--- config.mk ---
export PLATFORM = sky130hd
export DESIGN_NAME = capevt_router
export DESIGN_NICKNAME = d
export VERILOG_FILES = /design/src/rtl/capevt_pkg.sv /design/src/rtl/capevt_ctrl.sv /design/src/rtl/capevt_dp.sv /design/src/rtl/capevt_router.sv
export SDC_FILE = /design/constraint.sdc
export NUM_CORES = 1
export LEC_CHECK = 0
export ABC_AREA = 1
export BUFFER_PORTS_ARGS = -buffer_cell sky130_fd_sc_hd__buf_2
export CORE_ASPECT_RATIO = 0.6
export CORE_UTILIZATION = 48
export DETAILED_ROUTE_END_ITERATION = 10
export GPL_ROUTABILITY_DRIVEN = 0
export PLACE_DENSITY = 0.77
export SYNTH_ARGS = -nofsm -noshare
export SYNTH_HDL_FRONTEND = slang
export SYNTH_HIERARCHICAL = 1
export SYNTH_SLANG_ARGS = --single-unit
--- constraint.sdc ---
create_clock -name clk -period 1.45 [get_ports clk]
set_clock_uncertainty 0.15 [all_clocks]
set_input_delay 0 -clock clk [delete_from_list [all_inputs] [get_ports clk]]
set_output_delay 0 -clock clk [all_outputs]
set_load 0.01 [all_outputs]
--- src/rtl/capevt_pkg.sv ---
package capevt_pkg;
  localparam int NUM_EVT = 6;
  localparam int SEL_W   = 3;
  localparam int SEC_W   = 2;

  localparam logic [SEL_W-1:0] SEL_NONE = 3'd0;
  localparam logic [SEL_W-1:0] SEL_SW   = 3'd7;

  typedef struct packed {
    logic [NUM_EVT-1:0] evtLine;
    logic               swCap;
    logic [SEC_W-1:0]   swSec;
  } strobe_t;
endpackage

--- src/rtl/capevt_ctrl.sv ---
module capevt_ctrl
  import capevt_pkg::*;
#(
  parameter int                 NUM_MON    = 4,
  parameter logic [NUM_EVT-1:0] EXT_MASK   = 6'b000001,
  parameter bit                 HAS_SW_CAP = 1'b1
) (
  input  logic                     clk,
  input  logic                     rstN,
  input  logic [NUM_EVT-1:0]       extEvt,
  input  logic                     swCapWr,
  input  logic [SEC_W-1:0]         swCapSec,
  input  logic [NUM_MON*SEL_W-1:0] lnkSel,
  input  logic [NUM_MON-1:0]       ovfPulse,
  output strobe_t                  strobe,
  output logic [NUM_MON-1:0]       ownOvf,
  output logic [NUM_MON*SEL_W-1:0] selfLine
);
  logic [NUM_MON-1:0]       linkHit [NUM_EVT];
  logic [NUM_EVT-1:0]       lineNext;
  logic [NUM_MON*SEL_W-1:0] selfNext;

  for (genvar k = 0; k < NUM_EVT; k++) begin : g_line
    for (genvar m = 0; m < NUM_MON; m++) begin : g_src
      assign linkHit[k][m] = ovfPulse[m] &&
                             (lnkSel[m*SEL_W +: SEL_W] == SEL_W'(k + 1));
    end
    if (EXT_MASK[k]) begin : g_impl
      assign lineNext[k] = extEvt[k] || (|linkHit[k]);
    end else begin : g_absent
      assign lineNext[k] = 1'b0;
    end
  end

  for (genvar m = 0; m < NUM_MON; m++) begin : g_self
    logic [SEL_W-1:0] ls;
    assign ls = lnkSel[m*SEL_W +: SEL_W];
    assign selfNext[m*SEL_W +: SEL_W] =
      (ovfPulse[m] && ls != SEL_NONE && ls != SEL_SW) ? ls : SEL_NONE;
  end

  always_ff @(posedge clk or negedge rstN) begin
    if (!rstN) begin
      strobe   <= '0;
      ownOvf   <= '0;
      selfLine <= '0;
    end else begin
      strobe.evtLine <= lineNext;
      strobe.swCap   <= swCapWr && HAS_SW_CAP;
      strobe.swSec   <= swCapSec;
      ownOvf         <= ovfPulse;
      selfLine       <= selfNext;
    end
  end
endmodule

--- src/rtl/capevt_dp.sv ---
module capevt_dp
  import capevt_pkg::*;
#(
  parameter int NUM_MON = 4
) (
  input  strobe_t                  strobe,
  input  logic [NUM_MON-1:0]       ownOvf,
  input  logic [NUM_MON*SEL_W-1:0] selfLine,
  input  logic [NUM_MON*SEC_W-1:0] monSec,
  input  logic [NUM_MON*SEL_W-1:0] capSel,
  input  logic [NUM_MON-1:0]       capOnOvf,
  input  logic [NUM_MON-1:0]       evtAsOvf,
  output logic [NUM_MON-1:0]       capPulse,
  output logic [NUM_MON-1:0]       ovfEvt
);
  for (genvar m = 0; m < NUM_MON; m++) begin : g_mon
    logic [SEL_W-1:0]        cs;
    logic                    swMatch;
    logic [(1<<SEL_W)-1:0]   srcVec;
    logic                    evHit;

    assign cs      = capSel[m*SEL_W +: SEL_W];
    assign swMatch = strobe.swCap && (strobe.swSec == monSec[m*SEC_W +: SEC_W]);
    assign srcVec  = {swMatch, strobe.evtLine, 1'b0};
    assign evHit   = srcVec[cs] && (selfLine[m*SEL_W +: SEL_W] != cs);

    assign capPulse[m] = (ownOvf[m] && capOnOvf[m]) ||
                         (evHit && (!evtAsOvf[m] || capOnOvf[m]));
    assign ovfEvt[m]   = evHit && evtAsOvf[m];
  end
endmodule

--- src/rtl/capevt_router.sv ---
module capevt_router
  import capevt_pkg::*;
#(
  parameter int                 NUM_MON    = 4,
  parameter logic [NUM_EVT-1:0] EXT_MASK   = 6'b000001,
  parameter bit                 HAS_SW_CAP = 1'b1
) (
  input  logic                     clk,
  input  logic                     rstN,
  input  logic [NUM_EVT-1:0]       extEvt,
  input  logic                     swCapWr,
  input  logic [SEC_W-1:0]         swCapSec,
  input  logic [NUM_MON*SEC_W-1:0] monSec,
  input  logic [NUM_MON*SEL_W-1:0] capSel,
  input  logic [NUM_MON*SEL_W-1:0] lnkSel,
  input  logic [NUM_MON-1:0]       capOnOvf,
  input  logic [NUM_MON-1:0]       evtAsOvf,
  input  logic [NUM_MON-1:0]       ovfPulse,
  output logic [NUM_MON-1:0]       capPulse,
  output logic [NUM_MON-1:0]       ovfEvt
);
  strobe_t                  strobe;
  logic [NUM_MON-1:0]       ownOvf;
  logic [NUM_MON*SEL_W-1:0] selfLine;

  capevt_ctrl #(
    .NUM_MON(NUM_MON), .EXT_MASK(EXT_MASK), .HAS_SW_CAP(HAS_SW_CAP)
  ) uCtrl (
    .clk(clk), .rstN(rstN), .extEvt(extEvt), .swCapWr(swCapWr),
    .swCapSec(swCapSec), .lnkSel(lnkSel), .ovfPulse(ovfPulse),
    .strobe(strobe), .ownOvf(ownOvf), .selfLine(selfLine)
  );

  capevt_dp #(.NUM_MON(NUM_MON)) uDp (
    .strobe(strobe), .ownOvf(ownOvf), .selfLine(selfLine), .monSec(monSec),
    .capSel(capSel), .capOnOvf(capOnOvf), .evtAsOvf(evtAsOvf),
    .capPulse(capPulse), .ovfEvt(ovfEvt)
  );
endmodule

Yosys cells after proc, flatten, opt, wreduce, memory -nomap -nowiden
Cells that the tools add are included.

storage, ports and cells
  register bits = 20
  input port bits = 55
  output and inout bits = 8
  logic and storage cells = 87

operators by class
  order comparisons = 4
  equality and inequality tests = 16
  multiplexer cells = 12
  reduce and logical (&&, ||, !) cells = 50

operators with widths
  operator              count
  $logic_and A1 B1 Y1   32
  $lt A3 B4 Y1 const B  4
  $bmux W1 S3           4
  $eq A3 B1 Y1 const B  4
  $mux W3               4
  $ne A3 B3 Y1          4
  $ne A3 B3 Y1 const B  4
  $reduce_bool A3 Y1    4
  $logic_or A1 B1 Y1    9
  $eq A2 B2 Y1          4
  $logic_not A1 Y1      4
  $mux W1               4
  $reduce_or A4 Y1      1

Depth between registers and ports, before layout
Gate-level depths: netlist (run 1).

  word-level depth = 7
  gate-level depth with buffers = 10

Cells and area by module
Netlist (run 1), hierarchy kept.

by module, submodules not included
  module       times used  cells an instance  area an instance (µm²)
  capevt_ctrl  1           71                 767.0
  capevt_dp    1           156                752.0

Worst setup path before layout (run 1)
OpenSTA, ideal clock, no wires.

  kind = reg-to-output
  from = register, netlist name uCtrl/strobe[1]
  to = output ovfEvt[1]
  arrival = 965 ps
  data required time = 1,300 ps
  slack = 335 ps
  cell stages (with the launch flop) = 9
  path buffers = 0
  cells stage by stage = dfrtp_1 > inv_2 > nand2_1 > nand3_2 > o21bai_1 > nand2_1 > nand2_1 > nand2_1 > nor2_2

on the way
  longest elaborated chain between the ends = 6

RTL lines
  what                           RTL line             text
  $eq A2 B2 Y1                   capevt_dp.sv:23      assign swMatch = strobe.swCap && (strobe.swSec == monSec[m*SEC_W +: SEC_W]);
  $logic_and A1 B1 Y1            capevt_dp.sv:23
  $bmux W1 S3                    capevt_dp.sv:25      assign evHit = srcVec[cs] && (selfLine[m*SEL_W +: SEL_W] != cs);
  $mux W1 (not written as such)  capevt_dp.sv:25
  $logic_and A1 B1 Y1            capevt_dp.sv:25
  $logic_and A1 B1 Y1            capevt_dp.sv:29      assign ovfEvt[m] = evHit && evtAsOvf[m];
  to (decl)                      capevt_router.sv:20  output logic [NUM_MON-1:0] ovfEvt

Every way passes these cells. The select of a mux whose other input is x is not followed.

Final worst setup path (run 1)
  from = register, netlist name uCtrl/strobe[0]
  to = output capPulse[0]

on the way
  longest elaborated chain between the ends = 7

RTL lines
  what                           RTL line             text
  $eq A2 B2 Y1                   capevt_dp.sv:23
  $logic_and A1 B1 Y1            capevt_dp.sv:23
  $bmux W1 S3                    capevt_dp.sv:25
  $mux W1 (not written as such)  capevt_dp.sv:25
  $logic_and A1 B1 Y1            capevt_dp.sv:25
  $logic_and A1 B1 Y1            capevt_dp.sv:28      (evHit && (!evtAsOvf[m] || capOnOvf[m]));
  $logic_or A1 B1 Y1             capevt_dp.sv:27      assign capPulse[m] = (ownOvf[m] && capOnOvf[m]) ||
  to (decl)                      capevt_router.sv:19  output logic [NUM_MON-1:0] capPulse,

Every way passes these cells. The select of a mux whose other input is x is not followed.

==> impl_metrics.toml, run 1 <==
[place]
dpl.cell_count = 322
port_buffers = 57
dpl_cell_area_mm2 = 0.001812
dpl.hpwl_mm = 2.498

[layout]
finalNetCount = 365
drive_above_1_share = 0.2880
finalNonFillerCells = 351
area_growth_pct = 41.76
diodes = 0
fin_area_mm2 = 0.002153

[global_routing]
grt_pass1_wl_mm = 5.175
grt_usage = 0.2036
antenna_found_initial = 0
grt_max_degree = 21
gr-total-overflow = 0
grt_pass1_vias = 1277

[clock_network]
root_buffer = "clkbuf_8"
clock-sinks = 20
numCtsBuffers = 3
h-tree-depth = 1
path_clk_slew_ns = 0.08
cts_tree = "built"
clockBufferDepth = 2

[run_status]
violations = "negative setup slack"
status = "finished, violations left"

[detailed_routing]
postRouteAntennaNets = 0
drc = 0
viasPerCell = 4.476
drtIter0Drc = 72
dr_total_vias = 1571
drt_wl_total_mm = 3.257
wl_per_cell_um = 9.279
dr.pass1.iters = 5

[synth]
ys_seq_area_frac = 0.3295
ys_ff_latch = 20
syn_area_mm2 = 0.001519
avgSynthCellArea_um2 = 6.691
synth_cell_type_count = 22
synthCells = 227
yosys_warnings = 6

[critical_path]
critPathMostFrequentCell = "nand2_1"
cp_data_required_time_ns = 1.30
crit_path_cell_trace = "inv_2, nand2_1, nand3_1, o21bai_1, nand2_1, nand2_2, nand3_1, nand2_1, buf_2"
crit_fanout = 5
setup.worst_path.start_class = "flop"
cp_top_family = "simple AND/OR/NAND/NOR gates"
crit_buf_inv = 2
slowest_stage = "dfrtp_1"
critPathCaptureType = "primary output"
crit_type = "flop to primary output"
crit_arrival_ns = 1.53
critical-path-max-stage-delay_ns = 0.42

[power]
leakagePower_nw = 1.244
p_per_area_mw_per_mm2 = 737.6
peakVddDrop_mv = 0.4544

[timing]
slew_viol_final = 0
finalHoldViolations = 0
fin_crit_ns = 1.677
setup_viol = 8
rsz0062_at_grt = "yes"
timing.fmax_mhz = 596.5
finalCritPeriodShare = 1.156
fin_ws_ns = -0.2266

[floorplan]
die_area_mm2 = 0.003401
coreArea_mm2 = 0.002947
rows = 15
die_y_um = 45.58
die_x_um = 74.63
initial_core_util = 0.5155
ios = 63

[job]
maxCapViolations = 0

[min_path]
hold_path.class = "primary input to asynchronous set/reset pin"
-- final timing paths --
kind,startpoint,end,slack [ns],cells after the start
worst max-delay path,uCtrl/strobe[0],capPulse[0],-0.23,9
worst min-delay path,rstN,uCtrl/ownOvf[3],0.05,2
max in group asynchronous,rstN,uCtrl/strobe[1],0.77,2
min in group clk,capOnOvf[2],capPulse[2],0.13,4
-- layout make-up --
type | count | area, um^2
multi-input combinational | 151 | 795.8
fill | 252 | 793.3
timing repair buffer | 82 | 536.8
sequential | 20 | 501.7
inverter | 52 | 195.2
tap | 42 | 52.55
clock buffer | 3 | 41.29
clock inverter | 1 | 30.03
-- cells in the mapped netlist --
master,count,area share
a211oi_1,7,0.035
nand3_1,20,0.066
inv_1,42,0.10
xnor2_1,12,0.069
o21ai_0,5,0.016
inv_2,9,0.022
or2_2,4,0.016
nor3_2,1,0.0066
o21bai_1,5,0.025
a31o_1,1,0.0058
nand2_1,69,0.17
nor2_2,4,0.016
o211ai_1,4,0.020
buf_4,8,0.040
a21o_1,3,0.015
conb_1,1,0.0025
nand3_2,2,0.013
dfrtp_1,20,0.33
nand2_2,1,0.0041
clkinv_1,1,0.0025
nor2_1,6,0.015
nor3_1,2,0.0066
-- placed cells by master (no fill, tap or decap), types with 3 or more instances in the layout --
master,n
conb_1,5
inv_2,9
a21o_1,3
nor2_1,6
nand2_2,4
o211ai_1,4
nand2_1,66
or2_2,4
buf_2,57
inv_1,42
xnor2_1,12
clkbuf_8,3
dfrtp_1,19
nor2_2,4
dlygate4sd3_1,24
o21bai_1,5
nand3_1,20
o21ai_0,5
a211oi_1,5
-- stage by stage --
step                      hold WS (ns)  TNS (ns)  utilization  power [mW]  setup slack, ns
after floorplan                -0.4456         0            -      0.8411           0.3348
after global placement         -0.1793         0       0.6149      0.9740           0.1146
after detailed placement       -0.1775         0       0.6149      0.9804          0.07954
after CTS                      0.07238    -1.296       0.7393       1.601          -0.2032
after global routing            0.1131    -2.055       0.7308       1.682          -0.3071
final                          0.05304    -1.252       0.7308       1.588          -0.2266
-- kinds of logic (layout without fill, tap and decap cells) --
logic type	after synthesis	in the layout	share of synthesized area
flip-flops	20	20	0.3295
buffers and inverters	60	138	0.1680
XOR/XNOR	12	12	0.06919
AO/OA/AOI/OAI	25	25	0.1161
other	1	5	0.002469
AND/OR/NAND/NOR	109	109	0.3147
-- registers in the layout (all words and copies together), names as in the netlist --
| signal | count |
|---|---|
| uCtrl/strobe | 4 |
| uCtrl/selfLine | 12 |
| uCtrl/ownOvf | 4 |
-- metal layers --
layer | wire length [um] | global-route usage | share of wire
met1 | 1643 | 0.2813 | 0.50
met2 | 1399 | 0.3297 | 0.43
met3 | 198 | 0.04646 | 0.061
met4 | 17 | 0.04528 | 0.0052
met5 | 0 | 0 | 0
-- report_power, final --
group	total, mW	internal (mW)	switching [mW]
combinational	0.429	0.211	0.218
clock	0.555	0.368	0.187
sequential	0.605	0.587	0.0178
-- what timing repair did --
item                                   CTS  global route
hold buffers                            28             0
setup buffers                            1             0
gates resized for setup                  3             4
endpoints found under the hold margin   40             0
pin swaps                               11            13
gates cloned                             0             0
setup endpoints to repair                8            14
No activity file was read; power rests on OpenSTA's default activity.
==> run 2, diff against run 1 <==
- SKIP_CTS_REPAIR_TIMING: not set -> 1
==> run 2 against run 1 <==
The flow finishes with violations (negative hold slack, negative setup slack). Sequential power about the same. Flip-flop and latch count unchanged. Cell area down 1.6%. Die area unchanged. First-iteration DRC count down 11%. Core utilization down 1.1 points. Critical path depth unchanged. Routed wire length down 1.2%. Clock power up 0.7%.
==> impl_metrics.toml, run 2 (synthesized netlist as in run 1, its figures left out) <==
[run_status]
status = "finished, violations left"
violations = "negative hold slack, negative setup slack"

[power]
p_clk_frac = 0.353
leakagePower_nw = 1.229
finalPower_mw = 1.583
peakVddDrop_mv = 0.4555
p_sw_frac = 0.2666
power_frac_comb = 0.265
p_per_area_mw_per_mm2 = 746.6
switching_power_mw = 0.4219
pwr-share-seq = 0.382
internal_power_mw = 1.161

[layout]
area_growth_pct = 39.54
regMostFlops = "uCtrl/selfLine"
mostFrequentLayoutCell = "nand2_1"
finalNonFillerCells = 349
diodes = 0
fin_area_mm2 = 0.002120
largest_register_ffs = 12
drive_above_1_share = 0.2769
finalNetCount = 363
top_regs = "uCtrl/selfLine x12, uCtrl/ownOvf x4, uCtrl/strobe x4"
final_cell_mix = "nand2_1 (67), buf_2 (57), inv_1 (42)"
final_util = 0.7193

[timing]
fin_tns_setup_ns = -1.249
setup_viol = 8
rsz0062_at_grt = "yes"
fin_ws_ns = -0.2313
fin_crit_ns = 1.681
slew_viol_final = 0
finalHoldViolations = 1
finalCritPeriodShare = 1.159
whs_ns = -0.01887
timing.fmax_mhz = 594.8

[place]
post-place-ws_ns = 0.07954
dpl.hpwl_mm = 2.498
dpl.cell_count = 322
port_buffers = 57
dpl_cell_area_mm2 = 0.001812

[clock_network]
root_buffer = "clkbuf_8"
path_clk_slew_ns = 0.08
clock-sinks = 20
clockBufferDepth = 2
cts_tree = "built"
h-tree-depth = 1
numCtsBuffers = 3

[floorplan]
die_x_um = 74.63
ios = 63
initial_core_util = 0.5155
die_area_mm2 = 0.003401
coreArea_mm2 = 0.002947
rows = 15
die_y_um = 45.58

[min_path]
hold_path.class = "primary input to flop"
min-delay-start = "lnkSel[0]"

[critical_path]
crit_fanout = 5
critPathCaptureType = "primary output"
cp_data_required_time_ns = 1.30
crit_type = "flop to primary output"
crit_path_start = "uCtrl/strobe[0]"
crit_arrival_ns = 1.53
setup.worst_path.start_class = "flop"

[detailed_routing]
wl_per_cell_um = 9.223
drtIter0Drc = 64
drt_wl_total_mm = 3.219
dr_total_vias = 1547
postRouteAntennaNets = 0
viasPerCell = 4.433
drc = 0
dr.pass1.iters = 4

[job]
maxCapViolations = 0

[global_routing]
grt_pass1_vias = 1131
grt_pass1_wl_mm = 4.726
gr-total-overflow = 0
grt_usage = 0.1875
grt_max_degree = 21
antenna_found_initial = 0
## run 2: path summary, 6_finish.rpt
kind                                    to  slack, ns  depth (start not counted)
min in group asynchronous  uCtrl/ownOvf[3]       0.05                          2
setup / recovery                 ovfEvt[0]      -0.23                          9
hold / removal             uCtrl/strobe[3]      -0.02                          7
max in group asynchronous  uCtrl/strobe[1]       0.76                          2
## run 2: worst max-delay path: stages, from the launching register on
cell      delay [ns]
dfrtp_1         0.42
inv_2           0.07
nand2_1         0.06
nand3_1         0.07
o21bai_1        0.22
nand2_1         0.09
nand2_2         0.08
nand2_1         0.06
nor2_2          0.07
buf_2           0.13
## run 2: layout make-up
cell class / count / area, um^2
Fill cell: 257 / 827.0
Multi-Input combinational cell: 151 / 783.3
Timing Repair Buffer: 80 / 515.5
Sequential cell: 20 / 501.7
Inverter: 52 / 195.2
Tap cell: 42 / 52.55
Clock buffer: 3 / 41.29
Clock inverter: 1 / 30.03
## run 2: power by group through the flow
stage | registers [mW] | clock network (mW) | logic (mW)
6_report | 0.604 | 0.559 | 0.419
5_1_grt | 0.608 | 0.593 | 0.472
4_1_cts | 0.604 | 0.570 | 0.367
3_5_place_dp | 0.615 | 0 | 0.365
3_3_place_gp | 0.615 | 0 | 0.359
2_1_floorplan | 0.611 | 0 | 0.230
## run 2: layer usage
| metal | track usage | up-vias | share of wire |
|---|---|---|---|
| met5 | 0 | - | 0 |
| met4 | 0.04528 | 0 | 0.0053 |
| met3 | 0.04646 | 2 | 0.055 |
| met2 | 0.2775 | 47 | 0.42 |
| met1 | 0.2758 | 654 | 0.52 |
| li1 | - | 844 | - |
